==> src/rtl/tts_pkg.sv <==
package tts_pkg;

  typedef enum logic [2:0] {
    ST_IDLE    = 3'd0,
    ST_SPIN    = 3'd1,
    ST_REQ_BUS = 3'd2,
    ST_TAS     = 3'd3,
    ST_HELD    = 3'd4,
    ST_RELEASE = 3'd5
  } req_state_e;

  localparam logic [1:0] OP_FILL = 2'd0;
  localparam logic [1:0] OP_TAS  = 2'd1;
  localparam logic [1:0] OP_WR   = 2'd2;
  localparam logic [1:0] OP_NONE = 2'd3;

endpackage

==> src/rtl/tts_lock_copy.sv <==
// One-entry local copy of the lock word, maintained purely from snoops.
module tts_lock_copy
  import tts_pkg::*;
#(
  parameter int LOCK_W   = 8,
  parameter int ID_W     = 2,
  parameter int AGENT_ID = 0
) (
  input  logic              clk,
  input  logic              rst,
  input  logic              snp_valid,
  input  logic [1:0]        snp_kind,
  input  logic [ID_W-1:0]   snp_src,
  input  logic [LOCK_W-1:0] snp_old,
  input  logic [LOCK_W-1:0] snp_new,
  output logic              line_valid,
  output logic              line_busy
);
  localparam logic [ID_W-1:0] SELF = ID_W'(AGENT_ID);

  logic [LOCK_W-1:0] word_q;
  logic              valid_q;
  logic              from_self;
  logic              value_moved;

  assign from_self   = (snp_src == SELF);
  assign value_moved = (snp_old != snp_new);

  always_ff @(posedge clk) begin
    if (rst) begin
      valid_q <= 1'b0;
      word_q  <= '0;
    end else if (snp_valid) begin
      case (snp_kind)
        OP_FILL: begin
          valid_q <= 1'b1;
          word_q  <= snp_new;
        end
        OP_TAS, OP_WR: begin
          if (from_self) begin
            valid_q <= 1'b1;
            word_q  <= snp_new;
          end else if (value_moved) begin
            valid_q <= 1'b0;
          end
        end
        default: ;
      endcase
    end
  end

  assign line_valid = valid_q;
  assign line_busy  = |word_q;

endmodule

==> src/rtl/tts_bus_port.sv <==
// Registered request toward the bus; tracks a granted transaction until its snoop returns.
module tts_bus_port
  import tts_pkg::*;
(
  input  logic       clk,
  input  logic       rst,
  input  logic       issue,
  input  logic [1:0] issue_op,
  input  logic       withdraw,
  input  logic       bus_gnt,
  input  logic       own_snoop,
  output logic       bus_req,
  output logic [1:0] bus_op,
  output logic       inflight
);
  logic       req_q;
  logic [1:0] op_q;
  logic       fly_q;

  always_ff @(posedge clk) begin
    if (rst) begin
      req_q <= 1'b0;
      op_q  <= OP_NONE;
      fly_q <= 1'b0;
    end else begin
      if (req_q && bus_gnt) begin
        req_q <= 1'b0;
        fly_q <= 1'b1;
      end else if (withdraw) begin
        req_q <= 1'b0;
      end else if (issue) begin
        req_q <= 1'b1;
        op_q  <= issue_op;
      end
      if (own_snoop) fly_q <= 1'b0;
    end
  end

  assign bus_req  = req_q;
  assign bus_op   = op_q;
  assign inflight = fly_q;

endmodule

==> src/rtl/tts_req_fsm.sv <==
// Acquisition sequencer: poll locally, fill on miss, test-and-set when free, abort on rival win.
module tts_req_fsm
  import tts_pkg::*;
#(
  parameter int LOCK_W   = 8,
  parameter int ID_W     = 2,
  parameter int AGENT_ID = 0
) (
  input  logic              clk,
  input  logic              rst,
  input  logic              acq_req,
  input  logic              rel_req,
  input  logic              line_valid,
  input  logic              line_busy,
  input  logic              snp_valid,
  input  logic [1:0]        snp_kind,
  input  logic [ID_W-1:0]   snp_src,
  input  logic [LOCK_W-1:0] snp_old,
  input  logic              bus_req,
  input  logic              bus_inflight,
  input  logic              bus_gnt,
  output logic              issue,
  output logic [1:0]        issue_op,
  output logic              withdraw,
  output logic              acquired,
  output logic              done,
  output logic [2:0]        state_o
);
  localparam logic [ID_W-1:0] SELF = ID_W'(AGENT_ID);

  req_state_e st_q, st_d;
  logic       done_q, done_d;
  logic       rival_fill, rival_win, own_tas, own_wr, old_clear;

  assign old_clear  = (snp_old == '0);
  assign rival_fill = snp_valid && (snp_src != SELF) && (snp_kind == OP_FILL);
  assign rival_win  = snp_valid && (snp_src != SELF) && (snp_kind == OP_TAS) && old_clear;
  assign own_tas    = snp_valid && (snp_src == SELF) && (snp_kind == OP_TAS);
  assign own_wr     = snp_valid && (snp_src == SELF) && (snp_kind == OP_WR);

  always_comb begin
    st_d     = st_q;
    issue    = 1'b0;
    issue_op = OP_NONE;
    withdraw = 1'b0;
    done_d   = 1'b0;
    case (st_q)
      ST_IDLE: if (acq_req) st_d = ST_SPIN;
      ST_SPIN: begin
        if (bus_req) begin
          if (rival_fill && !bus_gnt) withdraw = 1'b1;
        end else if (!bus_inflight && !snp_valid) begin
          if (!line_valid) begin
            issue    = 1'b1;
            issue_op = OP_FILL;
          end else if (!line_busy) begin
            issue    = 1'b1;
            issue_op = OP_TAS;
            st_d     = ST_REQ_BUS;
          end
        end
      end
      ST_REQ_BUS: begin
        if (bus_gnt) begin
          st_d = ST_TAS;
        end else if (rival_win) begin
          withdraw = 1'b1;
          st_d     = ST_SPIN;
        end
      end
      ST_TAS: if (own_tas) st_d = old_clear ? ST_HELD : ST_SPIN;
      ST_HELD: begin
        if (rel_req) begin
          issue    = 1'b1;
          issue_op = OP_WR;
          st_d     = ST_RELEASE;
        end
      end
      ST_RELEASE: begin
        if (own_wr) begin
          done_d = 1'b1;
          st_d   = ST_IDLE;
        end
      end
      default: st_d = ST_IDLE;
    endcase
  end

  always_ff @(posedge clk) begin
    if (rst) begin
      st_q   <= ST_IDLE;
      done_q <= 1'b0;
    end else begin
      st_q   <= st_d;
      done_q <= done_d;
    end
  end

  assign acquired = (st_q == ST_HELD);
  assign done     = done_q;
  assign state_o  = st_q;

endmodule

==> src/rtl/tts_lock_requester.sv <==
module tts_lock_requester
  import tts_pkg::*;
#(
  parameter int LOCK_W   = 8,
  parameter int ID_W     = 2,
  parameter int AGENT_ID = 0
) (
  input  logic              clk,
  input  logic              rst,
  input  logic              acq_req,
  input  logic              rel_req,
  output logic              bus_req,
  output logic [1:0]        bus_op,
  input  logic              bus_gnt,
  input  logic              snp_valid,
  input  logic [1:0]        snp_kind,
  input  logic [ID_W-1:0]   snp_src,
  input  logic [LOCK_W-1:0] snp_old,
  input  logic [LOCK_W-1:0] snp_new,
  output logic              acquired,
  output logic              done
);
  localparam logic [ID_W-1:0] SELF = ID_W'(AGENT_ID);

  logic       line_valid, line_busy;
  logic       issue, withdraw, inflight, own_snoop;
  logic [1:0] issue_op;
  logic [2:0] fsm_state;

  assign own_snoop = snp_valid && (snp_src == SELF);

  tts_lock_copy #(.LOCK_W(LOCK_W), .ID_W(ID_W), .AGENT_ID(AGENT_ID)) u_copy (
    .clk(clk), .rst(rst),
    .snp_valid(snp_valid), .snp_kind(snp_kind), .snp_src(snp_src),
    .snp_old(snp_old), .snp_new(snp_new),
    .line_valid(line_valid), .line_busy(line_busy)
  );

  tts_bus_port u_port (
    .clk(clk), .rst(rst),
    .issue(issue), .issue_op(issue_op), .withdraw(withdraw),
    .bus_gnt(bus_gnt), .own_snoop(own_snoop),
    .bus_req(bus_req), .bus_op(bus_op), .inflight(inflight)
  );

  tts_req_fsm #(.LOCK_W(LOCK_W), .ID_W(ID_W), .AGENT_ID(AGENT_ID)) u_fsm (
    .clk(clk), .rst(rst),
    .acq_req(acq_req), .rel_req(rel_req),
    .line_valid(line_valid), .line_busy(line_busy),
    .snp_valid(snp_valid), .snp_kind(snp_kind), .snp_src(snp_src), .snp_old(snp_old),
    .bus_req(bus_req), .bus_inflight(inflight), .bus_gnt(bus_gnt),
    .issue(issue), .issue_op(issue_op), .withdraw(withdraw),
    .acquired(acquired), .done(done), .state_o(fsm_state)
  );

endmodule

==> config.mk <==
export PLATFORM = sky130hd
export DESIGN_NAME = tts_lock_requester
export DESIGN_NICKNAME = d
export VERILOG_FILES = /design/src/rtl/tts_pkg.sv /design/src/rtl/tts_lock_copy.sv /design/src/rtl/tts_bus_port.sv /design/src/rtl/tts_req_fsm.sv /design/src/rtl/tts_lock_requester.sv
export SDC_FILE = /design/constraint.sdc
export NUM_CORES = 1
export LEC_CHECK = 0
export BUFFER_PORTS_ARGS = -buffer_cell sky130_fd_sc_hd__buf_2
export CAP_MARGIN = 20
export CELL_PAD_IN_SITES_DETAIL_PLACEMENT = 2
export CELL_PAD_IN_SITES_GLOBAL_PLACEMENT = 2
export CORE_UTILIZATION = 32
export CTS_CLUSTER_DIAMETER = 120
export DETAILED_ROUTE_END_ITERATION = 12
export MAX_ROUTING_LAYER = met4
export PLACE_DENSITY = 0.81
export SKIP_LAST_GASP = 1
export SYNTH_ARGS = -nofsm -noshare
export SYNTH_HDL_FRONTEND = slang
export SYNTH_SLANG_ARGS = --single-unit
==> constraint.sdc <==
create_clock -name clk -period 3.35 [get_ports clk]
set_input_delay 0.1675 -clock clk [delete_from_list [all_inputs] [get_ports clk]]
set_output_delay 0.1675 -clock clk [all_outputs]
set_load 0.005 [all_outputs]
# Word-level counts from Yosys, hierarchy flattened
# Cells that the tools add are included.
[totals] in_bits=26 ff_bits=17 out_inout_bits=5
[classes] n_reduce_logical=28 n_eq_ne=19 bitwise=3 mux=35
[op_table] op="2-to-1 mux 3 bit" n=11
[op_table] op="one-hot mux 3 bit (6 select lines)" n=1
[op_table] op="one-hot mux 8 bit (2 select lines)" n=1
[op_table] op="2-to-1 mux 1 bit" n=13
[op_table] op="logical AND 1 bit" n=10
[op_table] op="!= test 2 bit (second input constant)" n=5
[op_table] op="AND reduction 3 bit" n=3
[op_table] op="AND reduction 9 bit" n=1
[op_table] op="zero test 8 bit" n=1
[op_table] op="2-to-1 mux 2 bit" n=4
[op_table] op="2-to-1 mux 8 bit" n=1
[op_table] op="!= test 2 x 1 -> 1 bit (second input constant)" n=4
[op_table] op="!= test 8 bit" n=1
[op_table] op="OR reduction 8 bit" n=1
[op_table] op="== test 3 x 2 -> 1 bit (second input constant)" n=2
[op_table] op="== test 3 bit (second input constant)" n=2
[op_table] op="one-hot mux 1 bit (2 select lines)" n=3
[op_table] op="OR reduction 2 bit" n=3
[op_table] op="zero test 2 bit" n=2
[op_table] op="one-hot mux 2 bit (2 select lines)" n=1
[op_table] op="nonzero test 2 bit" n=2
[op_table] op="== test 3 x 1 -> 1 bit (second input constant)" n=1
[op_table] op="zero test 1 bit" n=3
[op_table] op="zero test 3 bit" n=1
[op_table] op="other kinds (6)" n=8

# Logic depth before layout (Yosys ltp)
[logic_depth] word_depth=9 mapped_depth=7 ltp_nobuf=7

# Hierarchy
# From an unflattened synthesis, not the netlist that was laid out.
[unflattened] cells_unflattened=118 area_unflattened_um2=1053.5
[modules_own_cells] mod="tts_lock_copy" seq_area_each_um2=180.2 area_each_um2=491.7 n_inst=1 cells_each=50
[modules_own_cells] mod="tts_req_fsm" seq_area_each_um2=80.1 area_each_um2=400.4 n_inst=1 cells_each=53
[modules_own_cells] mod="tts_bus_port" seq_area_each_um2=80.1 area_each_um2=148.9 n_inst=1 cells_each=14
[modules_own_cells] mod="tts_lock_requester" seq_area_each_um2=0.0 area_each_um2=12.5 n_inst=1 cells_each=1

# Worst setup path after synthesis
# OpenSTA, ideal clock, no wires.
[synth_timing] path_type="reg2reg" from="register u_fsm.st_q[2], in the netlist u_fsm.state_o[2]" to="register u_fsm.st_q[0], in the netlist u_fsm.state_o[0]" setup_slack_ns=1.914 t_arrival_ns=1.320 setup_time_ns=0.116 required_time_ns=3.234 path_stages_with_launch=6 n_path_buf=0 path_cell_list="dfxtp_1 mux2_2 o22ai_1 a22oi_4 and4_1 a31o_2"
[synth_via] elab_chain_len=3 word_cells_on_any_way=17 classes_between="eq/ne: 14; mux: 1; reduce/logical: 2"
[synth_rtl] item="from (decl)" line="tts_req_fsm.sv:31" text="req_state_e st_q, st_d;"
[synth_rtl] item="from (signal assigned)" line="tts_req_fsm.sv:94" text="st_q <= st_d;"
[synth_rtl] item="== test 3 x 2 -> 1 bit (tied with other cells)" line="tts_req_fsm.sv:47" text="case (st_q)"
[synth_rtl] item="!= test 3 x 2 -> 1 bit (no source line) (tied with other cells)"
[synth_rtl] item="AND reduction 9 bit (no source line)"
# Parallel ways exist; a longest one is shown, timed or not.
# A chain may end at the register's enable or synchronous reset.

# Final worst setup path
# Same ends and word-level chain as after synthesis.

==> impl_results.md <==
* Status: completed
* Rows at 21
* CTS Buffer Depth at 2
* Core ar. at 0.00334 mm²
* CTS tree: built
* CTS Root Cell: clkbuf_4
* CTS H-tree depth at 1
* Worst-Margin Slew at 0.497 ns
* Post-synth ARST share at 0
* EDFF count, synth at 0
* Clock latency on the worst-skew pair at about 0.30 ns
* Overall routing resource usage at 0.192
* Power Dens Cells at a little over 500 mW/mm²
* Part of the cycle the worst path needs at 0.542
* Mean Syn Cell Area at approximately 9 µm²
* Area growth, synth to finish at 18.2%
* Slew Limit Fails at 0
* Post-DRT Antenna Nets at 0
* Slew margin rel. at 0.666
* Critical path required time at between 3 and 4 ns
* Share of cells above drive strength 1 at 0.344
* Clock Sink Count at 17
* Maximum fanout along the worst path at 12
* Final std cells w/o fill at 197
* Post-synthesis sequential area ratio at 0.304
* Setup Skew at between 0.005 and 0.006 ns
* Cell Area, Synth at between 0.001 and 0.0015 mm²
* Cts repair resizes at 0
* Synthesized flop and latch total at 17
* HPWL after DPL at between 2000 and 2500 µm
* Clock Pin Slew Worst Setup and Hold Paths at ~0.11 ns
* Total chip power at 0.000674 W
* # port buffers at 30
* Initial Util at 0.335
* Die area at 0.00374 mm²
* Leak Pwr at 0.574 nW
* Most frequent cells in the layout: buf_2, dfxtp_1, nor2_1
* Post-CTS setup buffers at 0
* Syn_nets at about 150
* DRT Pass-1 Iters at 4
* YS warnings at 0
* Crit path capture type: flop
* Cell Count Post-Placement at 193
* Initial antenna violation count at 0
* Number of max-cap violations at 0
* Leading cell type in the layout, fill and taps excluded: buf_2
* Diode count at 0
* Hold Fails Final Rpt at 0
* DR iter-0 viols at 18
* Number of distinct library cells after synthesis at 49
* Pin count of the biggest net entering global routing at 19
* Via-to-Cell Ratio at 5.18
* Residual DRC at 0
* VDD IR-drop max at 0.303 mV
* Main synth FF type: dfxtp_1
* Design area at roughly 0.0013 mm²
* Vias in the first global route at 1071
* Die width at ~60 µm
* Via count at between 1000 and 1500
* WP data arrival at 2.02 ns
* Global route total overflow at 0
* Total CTS buffers at 3
* First-pass GRT wire length at 5060 µm
* Setup Viol. Count Final at 0
* Tmin final at 1.81 ns
* Internal reg-to-reg setup slack at 1.54 ns
* F_max at 551 MHz
* HP Class: primary input to flop
* Cell Area, Placed at 0.00130 mm²
* Hold buffers post-CTS at 0
* Final TNS setup at 0 ns
* Startpoint Class: flop
* Crit path kind: flop to flop
* # IOs at 31
* Die Y at 61.1 µm
* Syn Inst Count at between 100 and 150
* Routed wire per std cell at 15.2 µm
* Final Routed Wirelength at 2990 µm
* Final #Nets at 182
* Routability cong. at ~0.76
* RSZ-0062 raised after global routing: no
-- flip-flops by register name (all words and copies together), names as in the netlist --
signal,cells
u_copy.word_q,8
u_fsm.state_o,3
u_port.bus_op,2
u_copy.line_valid,1
u_fsm.done,1
u_port.bus_req,1
u_port.inflight,1
-- logic make-up (layout without fill, tap and decap cells) --
logic type / after synthesis / after routing / share of synthesized area
compound gates: 28 / 28 / 0.208
fa+ha+maj: 4 / 4 / 0.0447
buf+inv: 11 / 40 / 0.0470
xor+xnor: 8 / 8 / 0.0626
flops: 17 / 17 / 0.304
simple gates: 44 / 44 / 0.242
mux: 10 / 10 / 0.0917
-- where the power goes --
part | switching, W | internal, W
clock network | 0.0000701 | 0.0000464
logic | 0.000140 | 0.000131
registers | 0.0000533 | 0.000233
total | 0.000263 | 0.000411
-- worst max-delay path, cell delays in order (launching register included) --
cell	delay (ns)
dfxtp_1	0.61
mux2_2	0.39
o22ai_1	0.23
a22oi_4	0.11
and4_1	0.18
a31o_2	0.21
-- per-layer routing --
layer	track usage	wire (µm)	vias up
li1	-	-	502
met1	0.246	1430	492
met2	0.309	1430	22
met3	0.0336	93	4
met4	0.0584	34	0
met5	-	0	-
-- worst paths after layout --
| check | startpoint | to | depth (start not counted) |
|---|---|---|---|
| worst min register to register | u_port.bus_op[0] | u_port.bus_op[0] | 2 |
| worst min-delay path | snp_new[1] | u_copy.word_q[1] | 3 |
| worst max register to register | u_fsm.state_o[2] | u_fsm.state_o[0] | 5 |
| worst max-delay path | u_fsm.state_o[2] | u_fsm.state_o[0] | 5 |
-- Yosys cell counts, types with 2 or more instances --
library cell	number	share of area
xnor2_1	8	0.063
nand2_2	2	0.011
nor3_2	2	0.018
nor4_1	3	0.017
buf_4	2	0.013
clkbuf_1	2	0.0067
o21ai_0	3	0.013
inv_1	6	0.020
nor2_1	10	0.034
mux2i_1	8	0.072
nand2b_1	2	0.011
nor4_2	2	0.022
nand4_1	3	0.017
dfxtp_1	17	0.30
nor3b_2	2	0.022
mux2_2	2	0.020
nand2_1	9	0.030
a21oi_1	4	0.018
o21a_1	2	0.013
ha_1	4	0.045
-- layout make-up --
cell class	count	area (µm²)
Clock buffer	4	26.3
Fill cell	410	2010
Inverter	6	22.5
Multi-Input combinational cell	94	726
Sequential cell	17	340
Tap cell	46	57.6
Timing Repair Buffer	30	150
-- metrics by stage --
stage / util / setup slack (ns) / hold WS, ns
after floorplan: - / 1.91 / 0.311
after global placement: 0.388 / 1.63 / 0.429
after detailed placement: 0.388 / 1.56 / 0.440
after CTS: 0.396 / 1.55 / 0.123
after global routing: 0.396 / 1.46 / 0.131
final: 0.396 / 1.54 / 0.128
(Power assumes the default switching activity.)
